**config.mk**
```make
export PLATFORM = sky130hd
export DESIGN_NAME = txcg_encoder
export DESIGN_NICKNAME = d
export VERILOG_FILES = /design/src/rtl/txcg_pkg.sv /design/src/rtl/txcg_frame_fsm.sv /design/src/rtl/txcg_test_pattern.sv /design/src/rtl/txcg_encoder.sv
export SDC_FILE = /design/constraint.sdc
export NUM_CORES = 1
export LEC_CHECK = 0
export ABC_AREA = 1
export BUFFER_PORTS_ARGS = -buffer_cell sky130_fd_sc_hd__clkbuf_2
export CAP_MARGIN = 20
export CORE_MARGIN = 3
export CORE_UTILIZATION = 50
export CTS_CLUSTER_DIAMETER = 200
export DETAILED_ROUTE_END_ITERATION = 12
export HOLD_SLACK_MARGIN = 0.06
export PLACE_DENSITY = 0.82
export SYNTH_ARGS = -nofsm -noshare
export SYNTH_HDL_FRONTEND = slang
export SYNTH_SLANG_ARGS = --single-unit
```
**constraint.sdc**
```tcl
create_clock -name clk -period 1.6 [get_ports clk]
set_clock_uncertainty 0.2 [all_clocks]
set_input_delay 0 -clock clk [delete_from_list [all_inputs] [get_ports clk]]
set_output_delay 0 -clock clk [all_outputs]
set_load 0.02 [all_outputs]
```
**src/rtl/txcg_pkg.sv**
```systemverilog
package txcg_pkg;

   localparam logic [4:0] CG_IDLE = 5'b11111;
   localparam logic [4:0] CG_J    = 5'b11000;
   localparam logic [4:0] CG_K    = 5'b10001;
   localparam logic [4:0] CG_T    = 5'b01101;
   localparam logic [4:0] CG_R    = 5'b00111;
   localparam logic [4:0] CG_HALT = 5'b00100;

   typedef enum logic [2:0] {
      SYM_IDLE, SYM_J, SYM_K, SYM_DATA, SYM_HALT, SYM_T, SYM_R
   } sym_e;

   typedef enum logic [1:0] {
      FR_IDLE, FR_K, FR_DATA, FR_R
   } frame_st_e;

   typedef enum logic [1:0] {
      TP_OFF  = 2'b00,
      TP_FEFI = 2'b01,
      TP_SLOW = 2'b10,
      TP_FAST = 2'b11
   } tpat_e;

   function automatic logic [4:0] enc4b5b(input logic [3:0] nib);
      logic [4:0] c;
      case (nib)
         4'h0: c = 5'b11110;
         4'h1: c = 5'b01001;
         4'h2: c = 5'b10100;
         4'h3: c = 5'b10101;
         4'h4: c = 5'b01010;
         4'h5: c = 5'b01011;
         4'h6: c = 5'b01110;
         4'h7: c = 5'b01111;
         4'h8: c = 5'b10010;
         4'h9: c = 5'b10011;
         4'hA: c = 5'b10110;
         4'hB: c = 5'b10111;
         4'hC: c = 5'b11010;
         4'hD: c = 5'b11011;
         4'hE: c = 5'b11100;
         default: c = 5'b11101;
      endcase
      return c;
   endfunction

endpackage

```
**src/rtl/txcg_frame_fsm.sv**
```systemverilog
module txcg_frame_fsm
   import txcg_pkg::*;
(
   input  logic clk,
   input  logic rst_n,
   input  logic frame_en,
   input  logic tx_en,
   input  logic tx_er,
   output sym_e sym
);

   frame_st_e st_q, st_d;

   always_comb begin
      st_d = st_q;
      sym  = SYM_IDLE;
      case (st_q)
         FR_IDLE: begin
            if (tx_en) begin
               sym  = SYM_J;
               st_d = FR_K;
            end
         end
         FR_K: begin
            sym  = SYM_K;
            st_d = FR_DATA;
         end
         FR_DATA: begin
            if (tx_en) begin
               sym = tx_er ? SYM_HALT : SYM_DATA;
            end else begin
               sym  = SYM_T;
               st_d = FR_R;
            end
         end
         default: begin
            sym  = SYM_R;
            st_d = FR_IDLE;
         end
      endcase
      if (!frame_en) st_d = FR_IDLE;
   end

   always_ff @(posedge clk) begin
      if (!rst_n) st_q <= FR_IDLE;
      else        st_q <= st_d;
   end

   // K always follows J, and data follows K
   p_j_then_k_r3: assert property (@(posedge clk) disable iff (!rst_n)
      (frame_en && st_q == FR_IDLE && tx_en) |=> (st_q == FR_K));
   p_k_then_data_r3: assert property (@(posedge clk) disable iff (!rst_n)
      (frame_en && st_q == FR_K) |=> (st_q == FR_DATA));
   // end of data leads to R, R leads to idle
   p_data_end_r4: assert property (@(posedge clk) disable iff (!rst_n)
      (frame_en && st_q == FR_DATA && !tx_en) |=> (st_q == FR_R));
   p_r_then_idle_r4: assert property (@(posedge clk) disable iff (!rst_n)
      (st_q == FR_R) |=> (st_q == FR_IDLE));

endmodule

```
**src/rtl/txcg_test_pattern.sv**
```systemverilog
module txcg_test_pattern
   import txcg_pkg::*;
#(
   parameter int FEFI_ONES   = 84,
   parameter int SLOW_HALF   = 16,
   parameter int FAST_HALF   = 2
) (
   input  logic       clk,
   input  logic       rst_n,
   input  logic       active,
   input  tpat_e      sel,
   output logic [4:0] pat
);

   localparam int FEFI_LEN = (FEFI_ONES + 1) / 5;
   localparam int SLOW_LEN = 2 * SLOW_HALF;
   localparam int FAST_LEN = 2 * FAST_HALF;
   localparam int MAX_A    = (FEFI_LEN > SLOW_LEN) ? FEFI_LEN : SLOW_LEN;
   localparam int MAX_LEN  = (MAX_A > FAST_LEN) ? MAX_A : FAST_LEN;
   localparam int CW       = $clog2(MAX_LEN + 1);

   generate
      if ((FEFI_ONES + 1) % 5 != 0 || FEFI_ONES < 4)
         $error("FEFI_ONES+1 must be a multiple of 5");
      if (SLOW_HALF < 1 || FAST_HALF < 1)
         $error("square wave half periods must be at least one group");
   endgenerate

   tpat_e         sel_q;
   logic [CW-1:0] cnt_q, eff, len;

   always_comb begin
      eff = (sel != sel_q) ? '0 : cnt_q;
      case (sel)
         TP_FEFI: len = CW'(FEFI_LEN);
         TP_SLOW: len = CW'(SLOW_LEN);
         default: len = CW'(FAST_LEN);
      endcase
      case (sel)
         TP_FEFI: pat = (eff == CW'(FEFI_LEN - 1)) ? 5'b11110 : 5'b11111;
         TP_SLOW: pat = (eff < CW'(SLOW_HALF)) ? 5'b11111 : 5'b00000;
         TP_FAST: pat = (eff < CW'(FAST_HALF)) ? 5'b11111 : 5'b00000;
         default: pat = CG_IDLE;
      endcase
   end

   always_ff @(posedge clk) begin
      if (!rst_n) begin
         sel_q <= TP_OFF;
         cnt_q <= '0;
      end else begin
         sel_q <= sel;
         if (!active || eff == len - 1'b1) cnt_q <= '0;
         else                              cnt_q <= eff + 1'b1;
      end
   end

   // fast square counter stays inside its period
   p_fast_bound_r8: assert property (@(posedge clk) disable iff (!rst_n)
      (sel_q == TP_FAST && sel == TP_FAST) |-> (cnt_q < CW'(FAST_LEN)));
   // a newly selected pattern starts at group zero
   p_restart_r10: assert property (@(posedge clk) disable iff (!rst_n)
      (active && sel != sel_q && len > 1) |=> (cnt_q == 1));

endmodule

```
**src/rtl/txcg_encoder.sv**
```systemverilog
module txcg_encoder
   import txcg_pkg::*;
#(
   parameter bit OUT_REG          = 1'b1,
   parameter int FEFI_ONES        = 84,
   parameter int SLOW_HALF_GROUPS = 16,
   parameter int FAST_HALF_GROUPS = 2
) (
   input  logic       clk,
   input  logic       rst_n,
   input  logic       tx_en,
   input  logic       tx_er,
   input  logic [3:0] txd,
   input  logic       symbol_mode,
   input  logic [1:0] test_sel,
   output logic [4:0] cg_out
);

   logic       test_on, frame_en;
   sym_e       sym;
   logic [4:0] pat, code_d;
   tpat_e      sel;

   assign sel      = tpat_e'(test_sel);
   assign test_on  = !symbol_mode && (sel != TP_OFF);
   assign frame_en = !symbol_mode && !test_on;

   txcg_frame_fsm u_fsm (
      .clk      (clk),
      .rst_n    (rst_n),
      .frame_en (frame_en),
      .tx_en    (tx_en),
      .tx_er    (tx_er),
      .sym      (sym)
   );

   txcg_test_pattern #(
      .FEFI_ONES (FEFI_ONES),
      .SLOW_HALF (SLOW_HALF_GROUPS),
      .FAST_HALF (FAST_HALF_GROUPS)
   ) u_pat (
      .clk    (clk),
      .rst_n  (rst_n),
      .active (test_on),
      .sel    (sel),
      .pat    (pat)
   );

   always_comb begin
      if (symbol_mode)  code_d = {tx_er, txd};
      else if (test_on) code_d = pat;
      else begin
         case (sym)
            SYM_J:    code_d = CG_J;
            SYM_K:    code_d = CG_K;
            SYM_T:    code_d = CG_T;
            SYM_R:    code_d = CG_R;
            SYM_HALT: code_d = CG_HALT;
            SYM_DATA: code_d = enc4b5b(txd);
            default:  code_d = CG_IDLE;
         endcase
      end
   end

   generate
      if (OUT_REG) begin : g_reg
         logic [4:0] cg_q;
         always_ff @(posedge clk) begin
            if (!rst_n) cg_q <= CG_IDLE;
            else        cg_q <= code_d;
         end
         assign cg_out = cg_q;

         // symbol mode passes the raw symbol one clock later
         p_bypass_r11: assert property (@(posedge clk) disable iff (!rst_n)
            symbol_mode |=> (cg_out == {$past(tx_er), $past(txd)}));
         // halt decision reaches the output
         p_halt_r5: assert property (@(posedge clk) disable iff (!rst_n)
            (frame_en && sym == SYM_HALT) |=> (cg_out == CG_HALT));
         // start delimiter unaffected by tx_er
         p_delim_r6: assert property (@(posedge clk) disable iff (!rst_n)
            (frame_en && sym == SYM_J) |=> (cg_out == CG_J));
         // square waves carry only all-ones or all-zeros groups
         p_square_r12: assert property (@(posedge clk) disable iff (!rst_n)
            (test_on && test_sel[1]) |=> (cg_out == 5'b11111 || cg_out == 5'b00000));
      end else begin : g_comb
         assign cg_out = code_d;
      end
   endgenerate

endmodule

```
Yosys cells after proc, flatten, opt, wreduce, memory -nomap -nowiden. Memories as Yosys holds them, arrays and structs flattened. Index checks and enable logic that the tools add are counted.

Add/sub/neg operators: 2. Multiply operators: 0. Div/mod/pow operators: 0. Order comparisons: 2. Equality and inequality tests: 16. Shift-type cells: 0. Muxes and demuxes: 16. Bitwise operators: 1. Reduce and logical (&&, ||, !) cells: 10.

Operator list (number): one-hot mux 5 bit (6 select lines) (1); 2-to-1 mux 5 bit (4); one-hot mux 5 bit (3 select lines) (1); one-hot mux 6 bit (2 select lines) (1); equality test 3 bit (second input constant) (3); one-hot mux 3 bit (3 select lines) (1); adder 6 x 1 -> 6 bit (second input constant) (1); equality test 2 bit (second input constant) (3); equality test 3 x 2 -> 1 bit (second input constant) (2); equality test 6 x 5 -> 1 bit (second input constant) (1); equality test 6 bit (1); < comparator 6 x 2 -> 1 bit (second input constant) (1); < comparator 6 x 5 -> 1 bit (second input constant) (1); 2-to-1 mux 3 bit (2); 2-to-1 mux 6 bit (1); one-hot mux 2 bit (3 select lines) (1); subtractor 6 x 1 -> 6 bit (second input constant) (1); equality test 2 x 1 -> 1 bit (second input constant) (2); 2-to-1 mux 2 bit (2); != test 2 bit (second input constant) (2); AND reduction 2 bit (2); equality test 3 x 1 -> 1 bit (second input constant) (1); logical AND 1 bit (2); zero test 1 bit (2); other kinds (7) (8).

Register bits: 15. Latch bits: 0. Memory bits (writable): 0. Memory bits (read-only): 80. Bits of input ports: 11. Output and inout bits: 5. Logic and storage cells: 52. Memories kept: 1.

Memory list: (no name shown) (words 16, width 5, rd ports 1, clocked after Yosys merged registers in 0, wr ports 0, RTL line txcg_pkg.sv:27) `case (nib)`.

Depth between registers and ports, before layout. Gate-level depths: netlist of the first run.

Depth after elaboration: 7. Depth in mapped cells: 11. Mapped depth without buffers: 11.

Modules after synthesis. From an unflattened synthesis of the first run, not the netlist that was laid out.

Cell total of the unflattened synthesis: 214. Area, all modules: 1377.6 um2.

By module, submodules not included: txcg_test_pattern (times used 1, cells each 110, area each 769.5 um2, sequential area each 160.2 um2); txcg_encoder (times used 1, cells each 70, area each 404.1 um2, sequential area each 100.1 um2); txcg_frame_fsm (times used 1, cells each 34, area each 203.9 um2, sequential area each 40.0 um2).

Worst setup path before layout of the first run. Ideal clock, no wire load.

Path type: register to register. Start: register u_fsm.st_q[0]. End: register g_reg.cg_q[4], in the netlist cg_out[4]. Library setup time: 0.062 ns. Arrival time: 1.366 ns. Required time: 1.338 ns. Slack: -0.028 ns. Stages on the path, launching flop included: 12. Buffers on the path: 0. Clock period less this slack: 1.628 ns. Cell sequence: dfxtp_1 -> inv_1 -> ha_1 -> inv_1 -> a21oi_1 -> nor2_1 -> inv_1 -> nor2_1 -> nand2_1 -> nand3_1 -> nand2_1 -> nand3_1.

Cells in the longest elaborated chain, start to end: 6. Elaborated cells on any way between the ends: 13. Those cells by class: 8 x eq/ne; 4 x mux; 1 x reduce/logical.

Ends and longest elaborated chain: start: declaration (RTL line txcg_frame_fsm.sv:12) `frame_st_e st_q, st_d;`; start signal: assignment (RTL line txcg_frame_fsm.sv:46) `else st_q <= st_d;`; equality test 2 bit (tied with other cells) (RTL line txcg_frame_fsm.sv:17) `case (st_q)`; one-hot mux 3 bit (3 select lines) * (RTL line txcg_frame_fsm.sv:17); equality test 3 x 2 -> 1 bit (tied with other cells) (RTL line txcg_encoder.sv:53) `case (sym)`; one-hot mux 5 bit (6 select lines) * (RTL line txcg_encoder.sv:53); 2-to-1 mux 5 bit * (RTL line txcg_encoder.sv:51) `else if (test_on) code_d = pat;`; 2-to-1 mux 5 bit * (RTL line txcg_encoder.sv:50) `if (symbol_mode) code_d = {tx_er, txd};`; end signal: assignment (RTL line txcg_encoder.sv:70) `else cg_q <= code_d;`; end: declaration (RTL line txcg_encoder.sv:67) `logic [4:0] cg_q;`.

Every way passes the cells marked *; elsewhere a longest branch is shown, timed or not. A chain may end at the register's enable or synchronous reset.

Worst setup path after layout of the first run.
Start: register u_fsm.st_q[0]. End: register g_reg.cg_q[3], in the netlist cg_out[3].

The elaborated chain is that of the path after synthesis.

==> results of run 1 <==
-- cell usage after synthesis, drive strengths merged --
| master | n | share of area, % |
|---|---|---|
| a21oi | 11 | 4.9 |
| o211ai | 3 | 2.0 |
| nand4 | 4 | 2.2 |
| inv | 32 | 11 |
| xnor2 | 3 | 4.0 |
| nor2 | 23 | 7.7 |
| nand3 | 19 | 8.9 |
| nand2 | 48 | 17 |
| xor2 | 1 | 0.78 |
| a211oi | 2 | 1.3 |
| dfxtp | 15 | 27 |
| ha | 8 | 8.9 |
| nor3 | 1 | 0.89 |
| a31oi | 1 | 0.56 |
| o21ai | 8 | 3.6 |
-- routing by layer --
| metal | up-vias | wire length (um) |
|---|---|---|
| met5 | - | 0 |
| met4 | 0 | 248 |
| met3 | 33 | 445 |
| met2 | 126 | 2060 |
| met1 | 703 | 1600 |
| li1 | 683 | - |
-- flip-flops by register name, summed over array words and instances (netlist names) --
name         flops
u_pat.cnt_q      6
cg_out           5
u_fsm.st_q       2
u_pat.sel_q      2
-- cells by family after synthesis --
group	count (synthesis)	synth area share [%]
AO/OA/AOI/OAI	25	12.4
XOR/XNOR	4	4.81
adder cells (fa/ha/maj)	8	8.94
buffers and inverters	32	10.7
flip-flops	15	26.8
AND/OR/NAND/NOR	95	36.3
-- worst max-delay path: cells and delay by family, from the launching register on --
| kind | cells | cell delay [ns] |
|---|---|---|
| and+or+nand+nor | 7 | 0.64 |
| DFF | 1 | 0.38 |
| AOI/OAI and AO/OA | 1 | 0.22 |
| adders and majority gates | 1 | 0.16 |
| buffers and inverters | 1 | 0.07 |
-- final cells by class --
cell class / instances / area [um^2]
Multi-Input combinational cell: 133 / 942
Timing Repair Buffer: 48 / 388
Sequential cell: 15 / 310
Fill cell: 90 / 211
Inverter: 32 / 130
Tap cell: 27 / 33.8
Clock buffer: 4 / 26.3
-- what timing repair did --
action,in CTS,in global routing
gates cloned,0,1
buffers inserted,2,2
hold endpoints to repair,13,0
hold buffers,15,0
gates resized for setup,31,48
pin swaps,6,13
setup endpoints to repair,11,13
-- final timing paths --
path | to | slack, ns | cells past startpoint
worst max register to register | cg_out[3]$_SDFF_PN1_ | -0.13 | 10
worst min register to register | u_fsm.st_q[0]$_SDFFE_PN0P_ | 0.45 | 3
worst min-delay path | cg_out[3]$_SDFF_PN1_ | 0.16 | 5
worst max-delay path | cg_out[3]$_SDFF_PN1_ | -0.13 | 10
-- report_power, final --
group | internal, mW | leakage (nW) | switching (mW)
clock | 0.0971 | 0.0150 | 0.126
sequential | 0.387 | 0.125 | 0.00900
combinational | 0.127 | 0.705 | 0.181
total | 0.611 | 0.845 | 0.316
-- stage by stage --
| stage | std cells | worst slack [ns] | TNS, ns | area (um^2) | hold slack [ns] |
|---|---|---|---|---|---|
| 3_3_place_gp | 236 | -0.0640 | -0.312 | 1350 | 0.0416 |
| 4_1_cts | 257 | -0.0103 | -0.0103 | 1640 | 0.0861 |
| 3_5_place_dp | 236 | -0.128 | -0.858 | 1350 | 0.0542 |
| 2_1_floorplan | 179 | 0.0210 | 0 | 1120 | -0.107 |
| 5_1_grt | 259 | -0.209 | -1.91 | 1830 | 0.174 |
| 6_report | 259 | -0.129 | -1.07 | 1830 | 0.156 |
==> flow_metrics.env, run 1 <==
export IMPL_timing_final_hold_violations=0
export IMPL_cts_tree="yes"
export IMPL_setup_viol=12
export IMPL_place_congestion=0.901
export IMPL_grt_busiest_layer="met2"
export IMPL_syn_mean_instance_area_um2=6.26
export IMPL_clock_path_buffers=2
export IMPL_most_common_layout_cells="sky130_fd_sc_hd__nand2_1 (32), sky130_fd_sc_hd__inv_1 (25), sky130_fd_sc_hd__nor2_1 (15), sky130_fd_sc_hd__dlygate4sd3_1 (15), sky130_fd_sc_hd__clkbuf_2 (15)"
export IMPL_vdd_ir_drop_max_mv=0.658
export IMPL_worst_setup_path_end_kind="register"
export IMPL_ys_ff_latch=15
export IMPL_grt_pass1_wl_mm=5.36
export IMPL_num_nets_final=252
export IMPL_numCtsBuffers=3
export IMPL_die_area_um2=2840
export IMPL_rsz0062_at_grt="true"
export IMPL_grt_use_total_pct=25.5
export IMPL_path_class="reg -> reg"
export IMPL_grt_max_degree=10
export IMPL_critical_path_slowest_cell="sky130_fd_sc_hd__dfxtp_4"
export IMPL_ioPinCount=16
export IMPL_cts_max_level=1
export IMPL_syn_area_um2=1120
export IMPL_drt_drc_violations_left=0
export IMPL_number_of_global_route_vias_before_repair=1265
export IMPL_detail_route_first_pass_iterations=4
export IMPL_min_path_type="in -> reg"
export IMPL_synthToLayoutAreaGrowth_pct=63.5
export IMPL_netlist_instances=179
export IMPL_relSlewSlack_pct=75.0
export IMPL_seq_area_frac_synth_pct=26.8
export IMPL_io_buffer_count=15
export IMPL_regToRegStartpoint="u_fsm.st_q[0]$_SDFFE_PN0P_"
export IMPL_critical_path_cell_chain="inv_6, ha_4, nand2_2, a21oi_4, nand2_4, nor2_4, nand2_1, nand3_1, nand2_1, nand3_1"
export IMPL_antenna_cells_inserted=0
export IMPL_layout_commonest_cell="sky130_fd_sc_hd__nand2_1"
export IMPL_numClockSinks=15
export IMPL_tightest_slew_ns=0.373
export IMPL_detailedRoute_firstIterationViolations=132
export IMPL_core_area_um2=2040
export IMPL_max_cap_violations=0
export IMPL_total_power_mw=0.927
export IMPL_worstHoldStart="test_sel[0]"
export IMPL_worstSetupStartpointType="register"
export IMPL_run_status="finished, violations left"
export IMPL_avgRoutedWirePerCell_um=16.8
export IMPL_worstSkewPairLatency_ns=0.29
export IMPL_gr_total_overflow=0
export IMPL_post_route_util_pct=89.6
export IMPL_post_synth_num_cell_types=18
export IMPL_achievable_frequency_ghz=0.578
export IMPL_failed_checks="negative setup slack"
export IMPL_syn_num_nets=198
export IMPL_critical_path_max_stage_delay_ns=0.38
export IMPL_detailroute_via_count=1545
export IMPL_route_detailed_vias_per_inst=5.97
export IMPL_met3_usage_pct=5.07
export IMPL_power_density_nw_per_um2=506
export IMPL_final_min_period_over_clock_period_pct=108
export IMPL_initial_cell_density_of_the_core_pct=54.8
export IMPL_use_met2_pct=46.7
export IMPL_die_h_um=53.3
export IMPL_post_route_cells_drive_above_1_share_pct=38.8
export IMPL_postRouteWirelength_mm=4.35
export IMPL_min_period_ns=1.73
export IMPL_clkSlewWorstSetupHoldPaths_ns=0.09
export IMPL_floorplan_die_width_um=53.3
export IMPL_critical_path_peak_fanout=5
export IMPL_synthesis_yosys_warnings=0
export IMPL_antenna_left=0
export IMPL_hpwl_mm=2.01
export IMPL_maxSlewViolCount=0
export IMPL_grt_met1_usage_pct=28.6
export IMPL_grt_antenna_before_repair=0
export IMPL_fp_row_count=16
export IMPL_final_setup_worst_slack_ns=-0.129
export IMPL_critical_path_required_ns=1.63
export IMPL_crit_arrival_ns=1.76
export IMPL_critical_path_startpoint="u_fsm.st_q[0]$_SDFFE_PN0P_"
export IMPL_cellLeakagePower_nw=0.845
export IMPL_cts_root_buf="sky130_fd_sc_hd__clkbuf_4"
(Power assumes the default switching activity.)
==> run 2, diff against run 1 <==
--- a/config.mk
+++ b/config.mk
@@ -14,6 +14,8 @@
 export DETAILED_ROUTE_END_ITERATION = 12
 export HOLD_SLACK_MARGIN = 0.06
 export PLACE_DENSITY = 0.82
+export RECOVER_POWER = 50
+export SETUP_SLACK_MARGIN = 0.15
 export SYNTH_ARGS = -nofsm -noshare
 export SYNTH_HDL_FRONTEND = slang
 export SYNTH_SLANG_ARGS = --single-unit
==> run 2 against run 1 <==
Against the previous run:
- the run still ends with negative setup slack left
- clock power increased by 4%
- worst setup slack improved by 0.038 ns
- largest power group unchanged
- critical path type unchanged
- maximum frequency grew 2.2%
- wire length is 11% lower
- via count shrank 6.9%
- register-to-register slack better by 0.04 ns
- hold slack got worse by 0.079 ns
- critical endpoint is now cg_out[4]$_SDFF_PN1_
==> flow_metrics.env, run 2 (same netlist as run 1, synthesis figures left out) <==
export IMPL_run_status="finished, violations left"
export IMPL_failed_checks="negative setup slack"
export IMPL_detailroute_via_count=1439
export IMPL_rsz0062_at_grt="true"
export IMPL_relSlewSlack_pct=78.1
export IMPL_place_congestion=0.947
export IMPL_die_h_um=53.3
export IMPL_max_flop_register="u_pat.cnt_q"
export IMPL_worstHoldStart="test_sel[1]"
export IMPL_num_nets_final=241
export IMPL_synthToLayoutAreaGrowth_pct=53.0
export IMPL_grt_pass1_wl_mm=5.58
export IMPL_avgRoutedWirePerCell_um=15.6
export IMPL_max_cap_violations=0
export IMPL_grt_max_degree=10
export IMPL_place_inst=230
export IMPL_grt_antenna_before_repair=0
export IMPL_postRouteWirelength_mm=3.86
export IMPL_antenna_cells_inserted=0
export IMPL_path_class="reg -> reg"
export IMPL_gr_total_overflow=0
export IMPL_final_min_period_over_clock_period_pct=106
export IMPL_drt_drc_violations_left=0
export IMPL_tightest_slew_ns=0.327
export IMPL_number_of_cells_in_the_finished_layout_apart_from_fillers=248
export IMPL_worst_r2r_path_depth=10
export IMPL_timing_final_hold_violations=0
export IMPL_maxSlewViolCount=0
export IMPL_grt_use_total_pct=26.9
export IMPL_most_common_layout_cells="sky130_fd_sc_hd__nand2_1 (35), sky130_fd_sc_hd__inv_1 (26), sky130_fd_sc_hd__nor2_1 (17)"
export IMPL_numCtsBuffers=3
export IMPL_multi_input_comb_area_um2=921
export IMPL_initial_cell_density_of_the_core_pct=54.8
export IMPL_cellLeakagePower_nw=0.784
export IMPL_die_area_um2=2840
export IMPL_clkSlewWorstSetupHoldPaths_ns=0.10
export IMPL_cts_max_level=1
export IMPL_ioPinCount=16
export IMPL_critical_path_peak_fanout=5
export IMPL_worstSkewPairLatency_ns=0.30
export IMPL_floorplan_die_width_um=53.3
export IMPL_achievable_frequency_ghz=0.591
export IMPL_cts_tree="yes"
export IMPL_detail_route_first_pass_iterations=5
export IMPL_layout_commonest_cell="sky130_fd_sc_hd__nand2_1"
export IMPL_setup_viol=11
export IMPL_route_detailed_vias_per_inst=5.80
export IMPL_crit_arrival_ns=1.73
export IMPL_vdd_ir_drop_max_mv=0.551
export IMPL_hpwl_mm=2.09
export IMPL_critical_path_required_ns=1.64
export IMPL_numClockSinks=15
export IMPL_worstSetupStartpointType="register"
export IMPL_largest_reg_flops=6
export IMPL_io_buffer_count=15
export IMPL_worst_flop_to_flop_path_endpoint="cg_out[4]$_SDFF_PN1_"
export IMPL_post_route_cells_drive_above_1_share_pct=35.3
export IMPL_worst_setup_path_end_kind="register"
export IMPL_setup_total_negative_slack_ns=-0.715
export IMPL_regToRegStartpoint="u_fsm.st_q[0]$_SDFFE_PN0P_"
export IMPL_power_density_nw_per_um2=529
export IMPL_clock_path_buffers=2
export IMPL_number_of_global_route_vias_before_repair=1274
export IMPL_worst_hold_path_num_cells=5
export IMPL_cts_root_buf="sky130_fd_sc_hd__clkbuf_4"
export IMPL_filler_cell_count=115
export IMPL_antenna_left=0
export IMPL_min_path_type="in -> reg"
export IMPL_hold_end="cg_out[2]$_SDFF_PN1_"
export IMPL_min_period_ns=1.69
export IMPL_final_setup_worst_slack_ns=-0.0911
export IMPL_detailedRoute_firstIterationViolations=96
export IMPL_regArea_um2=312
export IMPL_register_to_register_path_setup_slack_ns=-0.09
export IMPL_core_area_um2=2040
export IMPL_fp_row_count=16
## run 2: critical path, cell delays in order, from the launching register on
cell and delay, ns:
sky130_fd_sc_hd__dfxtp_4 0.39, sky130_fd_sc_hd__inv_6 0.08, sky130_fd_sc_hd__ha_4 0.15, sky130_fd_sc_hd__nand4_1 0.10, sky130_fd_sc_hd__nand2_2 0.15, sky130_fd_sc_hd__nand2_4 0.09
sky130_fd_sc_hd__nor2_4 0.14, sky130_fd_sc_hd__nand2_1 0.08, sky130_fd_sc_hd__nand3_2 0.08, sky130_fd_sc_hd__nand2_1 0.09, sky130_fd_sc_hd__nand3_2 0.08
## run 2: worst max-delay path by stage
stage | from | to | slack (ns) | cells after the start
3_5_place_dp | u_fsm.st_q[0]$_SDFFE_PN0P_ | cg_out[3]$_SDFF_PN1_ | -0.04 | 11
3_3_place_gp | u_fsm.st_q[0]$_SDFFE_PN0P_ | cg_out[3]$_SDFF_PN1_ | 0.01 | 11
5_1_grt | u_fsm.st_q[0]$_SDFFE_PN0P_ | cg_out[4]$_SDFF_PN1_ | -0.20 | 10
4_1_cts | u_pat.sel_q[0]$_SDFF_PN0_ | u_pat.cnt_q[4]$_SDFF_PP0_ | -0.02 | 9
6_report | u_fsm.st_q[0]$_SDFFE_PN0P_ | cg_out[4]$_SDFF_PN1_ | -0.09 | 10
2_1_floorplan | u_pat.sel_q[0]$_SDFF_PN0_ | u_pat.cnt_q[4]$_SDFF_PP0_ | 0.12 | 8
## run 2: what timing repair did
item	4_1_cts	5_1_grt
setup buffers	4	0
hold buffers	10	0
gates resized for setup	25	20
endpoints found under the setup margin	13	13
hold endpoints to repair	9	0
pin swaps	14	8
## run 2: routing by layer
layer  up-vias  part of all wire [%]  GRT usage, %  wire length (um)
met5         -                     0             0                 0
met4         0                   4.6          9.79               176
met3        29                   9.6          5.35               372
met2       100                    50          49.2              1930
met1       655                    36          30.1              1390
li1        655                     -             -                 -
## run 2: stage by stage
step	power, mW	setup slack (ns)	util (%)	hold WS [ns]	area (um^2)
floorplan	0.530	0.116	-	-0.107	1190
global placement	0.598	0.0135	67.0	0.0568	1370
detailed placement	0.603	-0.0373	67.0	0.0612	1370
CTS	0.869	-0.0219	80.0	0.0646	1630
global route	0.950	-0.204	83.9	0.0928	1710
finish	0.906	-0.0911	83.9	0.0766	1710
## run 2: layout make-up
class / count / share of cell area (%)
clock buffer: 3 / 1.31
clock inverter: 1 / 0.292
inverter: 32 / 7.60
multi-input combinational: 132 / 53.8
sequential: 15 / 18.2
tap: 27 / 1.97
timing repair buffer: 38 / 16.9
## run 2: power breakdown
group | switching [mW] | leakage [nW] | internal (mW) | total [mW]
Combinational | 0.166 | 0.641 | 0.114 | 0.281
Clock | 0.138 | 0.0177 | 0.0932 | 0.231
Sequential | 0.00870 | 0.125 | 0.386 | 0.394
Total | 0.313 | 0.784 | 0.593 | 0.906
